`src/rtl/bpl_scroll_pkg.sv`:
```
// Shared constants and types for the fine-scroll loader.
// Assumes two plane groups (odd/even) and 16-bit plane words.
package bpl_scroll_pkg;
    localparam int WORD_W = 16;
    localparam int GROUPS = 2;
    typedef logic [WORD_W-1:0] word_t;

    // Group a plane index belongs to: 0 = odd planes, 1 = even planes.
    function automatic int grp_of(input int plane_idx);
        return plane_idx % GROUPS;
    endfunction
endpackage

```
`src/rtl/bpl_word_capture.sv`:
```
// Plane data registers plus the holding stage.
// A write to plane index 0 snapshots all planes into the holding stage.
// Exports the holding values as the shifters would see them this cycle,
// so a load can happen on the same edge as the trigger.
// Assumes at most one write per cycle and wr_sel < NUM_PLANES.
module bpl_word_capture
    import bpl_scroll_pkg::*;
#(
    parameter int NUM_PLANES = 6,
    parameter int SEL_W      = $clog2(NUM_PLANES)
) (
    input  logic                              clk,
    input  logic                              rst_n,
    input  logic                              wr_en,
    input  logic [SEL_W-1:0]                  wr_sel,
    input  word_t                             wr_data,
    output logic                              trig,
    output logic [NUM_PLANES-1:0][WORD_W-1:0] hold_eff
);
    logic [NUM_PLANES-1:0][WORD_W-1:0] data_q;
    logic [NUM_PLANES-1:0][WORD_W-1:0] hold_q;

    // Trigger: a write to the first plane's register.
    always_comb trig = wr_en && (wr_sel == '0);

    for (genvar i = 0; i < NUM_PLANES; i++) begin : g_plane
        // Holding value seen this cycle, bypassing a trigger in flight.
        if (i == 0) begin : g_first
            always_comb hold_eff[i] = trig ? wr_data : hold_q[i];
        end else begin : g_rest
            always_comb hold_eff[i] = trig ? data_q[i] : hold_q[i];
        end

        // Per-plane data register written by the bus.
        always_ff @(posedge clk) begin
            if (!rst_n)
                data_q[i] <= '0;
            else if (wr_en && (wr_sel == SEL_W'(i)))
                data_q[i] <= wr_data;
        end

        // Holding register updated only by the trigger.
        always_ff @(posedge clk) begin
            if (!rst_n)
                hold_q[i] <= '0;
            else
                hold_q[i] <= hold_eff[i];
        end
    end

    // Holding stage moves only on a trigger write.
    assert_hold_stable_R2: assert property (@(posedge clk) disable iff (!rst_n)
        !trig |=> (hold_q == $past(hold_q)));

    // Selected plane must exist.
    assert_sel_range_R2: assert property (@(posedge clk) disable iff (!rst_n)
        wr_en |-> (int'(wr_sel) < NUM_PLANES));
endmodule

```
`src/rtl/bpl_group_ctl.sv`:
```
// Pending flag and delay comparator for one plane group.
// Compares the masked pixel counter with the group delay every cycle.
// Raises load on a match while armed (or armed this cycle).
// Assumes the delay may change on any cycle.
module bpl_group_ctl #(
    parameter int CNT_W = 4
) (
    input  logic             clk,
    input  logic             rst_n,
    input  logic [CNT_W-1:0] hpos_lo,
    input  logic [CNT_W-1:0] delay,
    input  logic             trig,
    output logic             load,
    output logic             pend
);
    logic match;

    // Continuous position comparison.
    always_comb match = (hpos_lo == delay);
    // Transfer when matched and armed; a same-cycle trigger counts as armed.
    always_comb load  = match && (pend || trig);

    // Pending flag: a load clears it, a trigger arms it.
    always_ff @(posedge clk) begin
        if (!rst_n)
            pend <= 1'b0;
        else if (load)
            pend <= 1'b0;
        else if (trig)
            pend <= 1'b1;
    end

    assert_pend_set_R3: assert property (@(posedge clk) disable iff (!rst_n)
        (trig && (hpos_lo != delay)) |=> pend);

    assert_pend_clear_R4: assert property (@(posedge clk) disable iff (!rst_n)
        load |=> !pend);

    assert_pend_kept_R8: assert property (@(posedge clk) disable iff (!rst_n)
        (pend && (hpos_lo != delay)) |=> pend);
endmodule

```
`src/rtl/bpl_plane_shifter.sv`:
```
// Output shift register for one plane.
// Loads a word on load, otherwise shifts left one bit, zero fill.
// The serial bit is the register's MSB.
module bpl_plane_shifter
    import bpl_scroll_pkg::*;
(
    input  logic  clk,
    input  logic  rst_n,
    input  logic  load,
    input  word_t din,
    output logic  msb
);
    word_t sreg;

    // Load or shift one position toward the MSB.
    always_ff @(posedge clk) begin
        if (!rst_n)
            sreg <= '0;
        else if (load)
            sreg <= din;
        else
            sreg <= {sreg[WORD_W-2:0], 1'b0};
    end

    // Serial output.
    always_comb msb = sreg[WORD_W-1];

    assert_zero_fill_R6: assert property (@(posedge clk) disable iff (!rst_n)
        (!load && (sreg == '0)) |=> (sreg == '0));

    assert_load_R4: assert property (@(posedge clk) disable iff (!rst_n)
        load |=> (msb == $past(din[WORD_W-1])));
endmodule

```
`src/rtl/bpl_scroll_loader.sv`:
```
// Top of the fine-scroll delay loader.
// Captures plane words, arms per-group transfers and serializes one
// bit per plane per clock. Even-indexed planes form the odd group
// (dly_odd); odd-indexed planes form the even group (dly_even).
// Outputs stay blank from line_start until the next plane-1 write.
module bpl_scroll_loader
    import bpl_scroll_pkg::*;
#(
    parameter int NUM_PLANES = 6,
    parameter int CNT_W      = 4,
    localparam int SEL_W     = $clog2(NUM_PLANES)
) (
    input  logic                  clk,
    input  logic                  rst_n,
    input  logic                  line_start,
    input  logic                  wr_en,
    input  logic [SEL_W-1:0]      wr_sel,
    input  logic [WORD_W-1:0]     wr_data,
    input  logic [CNT_W-1:0]      hpos_lo,
    input  logic [CNT_W-1:0]      dly_odd,
    input  logic [CNT_W-1:0]      dly_even,
    output logic [NUM_PLANES-1:0] pix_out
);
    logic                              trig;
    logic [NUM_PLANES-1:0][WORD_W-1:0] hold_eff;
    logic [GROUPS-1:0]                 grp_load;
    logic [GROUPS-1:0]                 grp_pend;
    logic [NUM_PLANES-1:0]             msb;
    logic                              en_q;

    bpl_word_capture #(.NUM_PLANES(NUM_PLANES), .SEL_W(SEL_W)) cap_i (
        .clk      (clk),
        .rst_n    (rst_n),
        .wr_en    (wr_en),
        .wr_sel   (wr_sel),
        .wr_data  (wr_data),
        .trig     (trig),
        .hold_eff (hold_eff)
    );

    for (genvar g = 0; g < GROUPS; g++) begin : g_grp
        logic [CNT_W-1:0] dly;
        // Group delay select.
        always_comb dly = (g == 0) ? dly_odd : dly_even;

        bpl_group_ctl #(.CNT_W(CNT_W)) ctl_i (
            .clk     (clk),
            .rst_n   (rst_n),
            .hpos_lo (hpos_lo),
            .delay   (dly),
            .trig    (trig),
            .load    (grp_load[g]),
            .pend    (grp_pend[g])
        );
    end

    for (genvar i = 0; i < NUM_PLANES; i++) begin : g_shf
        bpl_plane_shifter shf_i (
            .clk   (clk),
            .rst_n (rst_n),
            .load  (grp_load[grp_of(i)]),
            .din   (hold_eff[i]),
            .msb   (msb[i])
        );
    end

    // Line enable: trigger unblanks, line start blanks; trigger wins.
    always_ff @(posedge clk) begin
        if (!rst_n)
            en_q <= 1'b0;
        else if (trig)
            en_q <= 1'b1;
        else if (line_start)
            en_q <= 1'b0;
    end

    // Blanked serial outputs.
    always_comb pix_out = en_q ? msb : '0;

    assert_blank_R7: assert property (@(posedge clk) disable iff (!rst_n)
        (line_start && !trig) |=> (pix_out == '0));

    assert_reset_R1: assert property (@(posedge clk)
        !rst_n |=> ((pix_out == '0) && (grp_pend == '0)));
endmodule

```
`config.mk`:
```
export PLATFORM = sky130hd
export DESIGN_NAME = bpl_scroll_loader
export DESIGN_NICKNAME = d
export VERILOG_FILES = /design/src/rtl/bpl_scroll_pkg.sv /design/src/rtl/bpl_word_capture.sv /design/src/rtl/bpl_group_ctl.sv /design/src/rtl/bpl_plane_shifter.sv /design/src/rtl/bpl_scroll_loader.sv
export SDC_FILE = /design/constraint.sdc
export NUM_CORES = 1
export LEC_CHECK = 0
export BUFFER_PORTS_ARGS = -buffer_cell sky130_fd_sc_hd__buf_2
export CORE_MARGIN = 2
export CORE_UTILIZATION = 55
export CTS_CLUSTER_DIAMETER = 120
export DETAILED_ROUTE_END_ITERATION = 16
export GPL_TIMING_DRIVEN = 0
export MAX_ROUTING_LAYER = met4
export PLACE_DENSITY = 0.77
export SYNTH_ARGS = -nofsm -noshare
export SYNTH_HDL_FRONTEND = slang
export SYNTH_HIERARCHICAL = 1
export SYNTH_SLANG_ARGS = --single-unit
```
`constraint.sdc`:
```
create_clock -name clk -period 2.2 [get_ports clk]
set_input_delay 0.44 -clock clk [delete_from_list [all_inputs] [get_ports clk]]
set_output_delay 0.44 -clock clk [all_outputs]
set_load 0.02 [all_outputs]
```
==> results.yml <==
detailed_routing:
  ant_nets: 0
  firstDrtPassIters: 5
  dr_total_vias: 7414
  wirelength_um: 25530
  viasPerCell: 5.357
  drt_iter0_markers: 348
  drt-wirelength-per-cell_um: 18.44
  drc: 0
final_layout:
  multi_input_area_um2: 5338
  layout-drive-gt1-share_pct: 14.12
  final_nets: 1130
  n_fill_cell: 1598
  fin_cells: 1384
  seq_area_um2: 5505
  final_area_um2: 12740
  area_growth_pct: 12.69
  utilization_pct: 62.99
setup_path:
  arrival_ps: 2470
  crit_required_ps: 2620
  cp_common_cell: "buf_4"
  path_cells: "buf_2, nor4b_4, buf_4, buf_4, nor2_1, nor2_4, buf_6, buf_12, mux2i_1, nor2b_1"
  crit_start: "wr_sel[1]"
  crit_fanout: 12
  crit_type: "in -> reg"
  r2r-start: "g_grp[1].ctl_i/pend$_SDFFE_PP0P_"
  cpPeakStageDelay_ps: 340
  cp_num_buf_inv: 5
  critPathTopFamily: "buffers and inverters"
  cpMaxStageDelayCell: "nor4b_4"
  crit_path_end_kind: "flop"
  start_kind: "primary input"
grt:
  antenna_found_initial: 2
  grt_pass1_wl_um: 40430
  grt_max_degree: 49
  grt_usage_pct: 24.41
  grt_pass1_vias: 7483
  gr-total-overflow: 0
timing:
  holdWs_ps: 216.5
  slew_violations: 0
  worstMarginPinSlew_ps: 706.6
  finalClockSkew_ps: 10.96
  fmax_mhz: 486.7
  finalCriticalPeriod_ps: 2055
  slew_headroom_pct: 52.89
  hold_violations: 0
  rsz0062_at_grt: "no"
  setup_tns_ps: 0
  setup-violations-final: 0
  setup_ws_ps: 145.2
  timing.final.crit_share_pct: 93.40
worst_hold_path:
  hold_class: "in -> reg"
  holdCritStartpoint: "line_start"
synth:
  synthSimpleGateAreaFrac_pct: 13.18
  synth_area_leaders: "dfxtp_1 49%, mux2i_1 24%, mux2_1 7.3%, nand2_1 6.4%, nor2b_1 5.0%"
  syn_avg_cell_area_um2: 11.03
  syn_nets: 1060
  ys_warn_count: 6
  yosysTopAreaCell: "dfxtp_1"
  synth_xor_xnor_area_share_pct: 0.6195
  ys_seq_elements: 275
  synth-adder-area-share_pct: 0
  synth-compound-area-share_pct: 0.06638
  synth_top_family_by_area: "multiplexers"
  postSynthCellCount: 1025
  synth.distinct_cells: 23
  synth_top_area_share_pct: 48.68
  seq_area_frac_synth_pct: 48.68
  yosys-mux-area-fraction_pct: 33.10
  synthesis.area_um2: 11310
placed_design:
  portBuffers: 40
  place_inst: 1335
  dp_worst_setup_slack_ps: -942.6
  placed_area_um2: 11850
  place.gp.congestion: 0.8388
  place_hpwl_um: 16210
clocking:
  clock-sinks: 275
  clock_latency_ps: 540
  cts-root-buf: "clkbuf_16"
  cts_made_buffers: 28
  clkTransAtPathRegs_ps: 60
  cts_max_level: 1
  cts_tree: "yes"
  cts_buffer_depth: 3
die:
  core_um2: 20230
  rows: 52
  start_util_pct: 55.89
  fp.dieW_um: 147.4
  die_y_um: 147.4
  die_area_um2: 21730
  pin_count: 41
flow_run:
  cap_violations: 0
pwr:
  vdd_ir_drop_max_mv: 0.7432
  power_mw: 10.03
  powerDensity_nw_per_um2: 787.3
  p_leak_nw: 5.007
status:
  status: "finished, final reports clean"
==> flip-flops by register name (all words and copies together) (netlist names) <==
register	flops
g_grp.ctl_i/pend	2
cap_i/data_q	80
en_q	1
cap_i/hold_q	96
g_shf.shf_i/sreg	96
==> layout by cell type (no fill, tap or decap), types with 7 or more instances in the layout <==
master,count
buf_4,19
nand2_1,191
clkbuf_16,29
mux2_2,23
dfxtp_1,275
mux2i_1,266
buf_6,7
mux2_1,73
xnor2_1,8
nor2b_1,91
clkbuf_1,38
buf_2,51
==> path summary, 6_finish.rpt <==
kind,end,slack [ps],depth (start not counted)
worst min register to register,cap_i/hold_q[61]$_SDFF_PN0_,450,2
worst min-delay path,en_q$_SDFFE_PN0P_,220,3
worst max-delay path,g_shf[3].shf_i/sreg[4]$_SDFF_PN0_,150,10
worst max register to register,g_shf[3].shf_i/sreg[4]$_SDFF_PN0_,810,6
==> worst min-delay path, delay by kind of cell <==
family / cells / cell delay (ps)
compound gates: 1 / 150
buf+inv: 1 / 80
simple gates: 1 / 40
==> cell families after synthesis <==
kind of cell	after synthesis
compound gates	1
xor+xnor	8
buf+inv	70
flops	275
mux	362
simple gates	309
==> cell type report <==
| cell class | count | share of cell area [%] |
|---|---|---|
| Sequential cell | 275 | 43.20 |
| Multi-Input combinational cell | 680 | 41.88 |
| Tap cell | 270 | 2.651 |
| Buffer | 70 | 3.898 |
| Clock buffer | 46 | 6.509 |
| Timing Repair Buffer | 40 | 1.590 |
| Clock inverter | 1 | 0.2356 |
| Antenna cell | 2 | 0.03927 |
==> layer usage <==
metal	GRT usage [%]	vias up	wire, um	part of all wire, %
met3	3.086	58	942	3.7
li1	-	3626	-	-
met2	38.62	127	11630	46
met1	32.60	3603	11990	47
met5	-	-	0	0
met4	8.413	0	962	3.8
==> power by group <==
group          switching, mW  leakage, nW  total, mW  internal [mW]
logic                  0.303         2.37      0.476          0.173
registers             0.0223         2.22       5.05           5.02
clock network           1.86        0.416       4.51           2.66
total                   2.18         5.01       10.0           7.85
==> cells in the mapped netlist (all sizes together) <==
| library cell | instances |
|---|---|
| nand4b | 2 |
| and3 | 6 |
| dfxtp | 275 |
| nand4bb | 2 |
| nor4b | 1 |
| and3b | 2 |
| nor2b | 91 |
| buf | 44 |
| mux2i | 266 |
| and2 | 6 |
| nor2 | 4 |
| o21a | 1 |
| clkbuf | 26 |
| nand2 | 192 |
| mux2 | 96 |
| nand4 | 2 |
| xnor2 | 8 |
| nor4bb | 1 |
==> what timing repair did <==
action,4_1_cts,5_1_grt
setup buffers,0,0
setup endpoints to repair,117,54
hold buffers,0,0
gates resized for setup,7,3
Power figures use the tool's default switching activity.
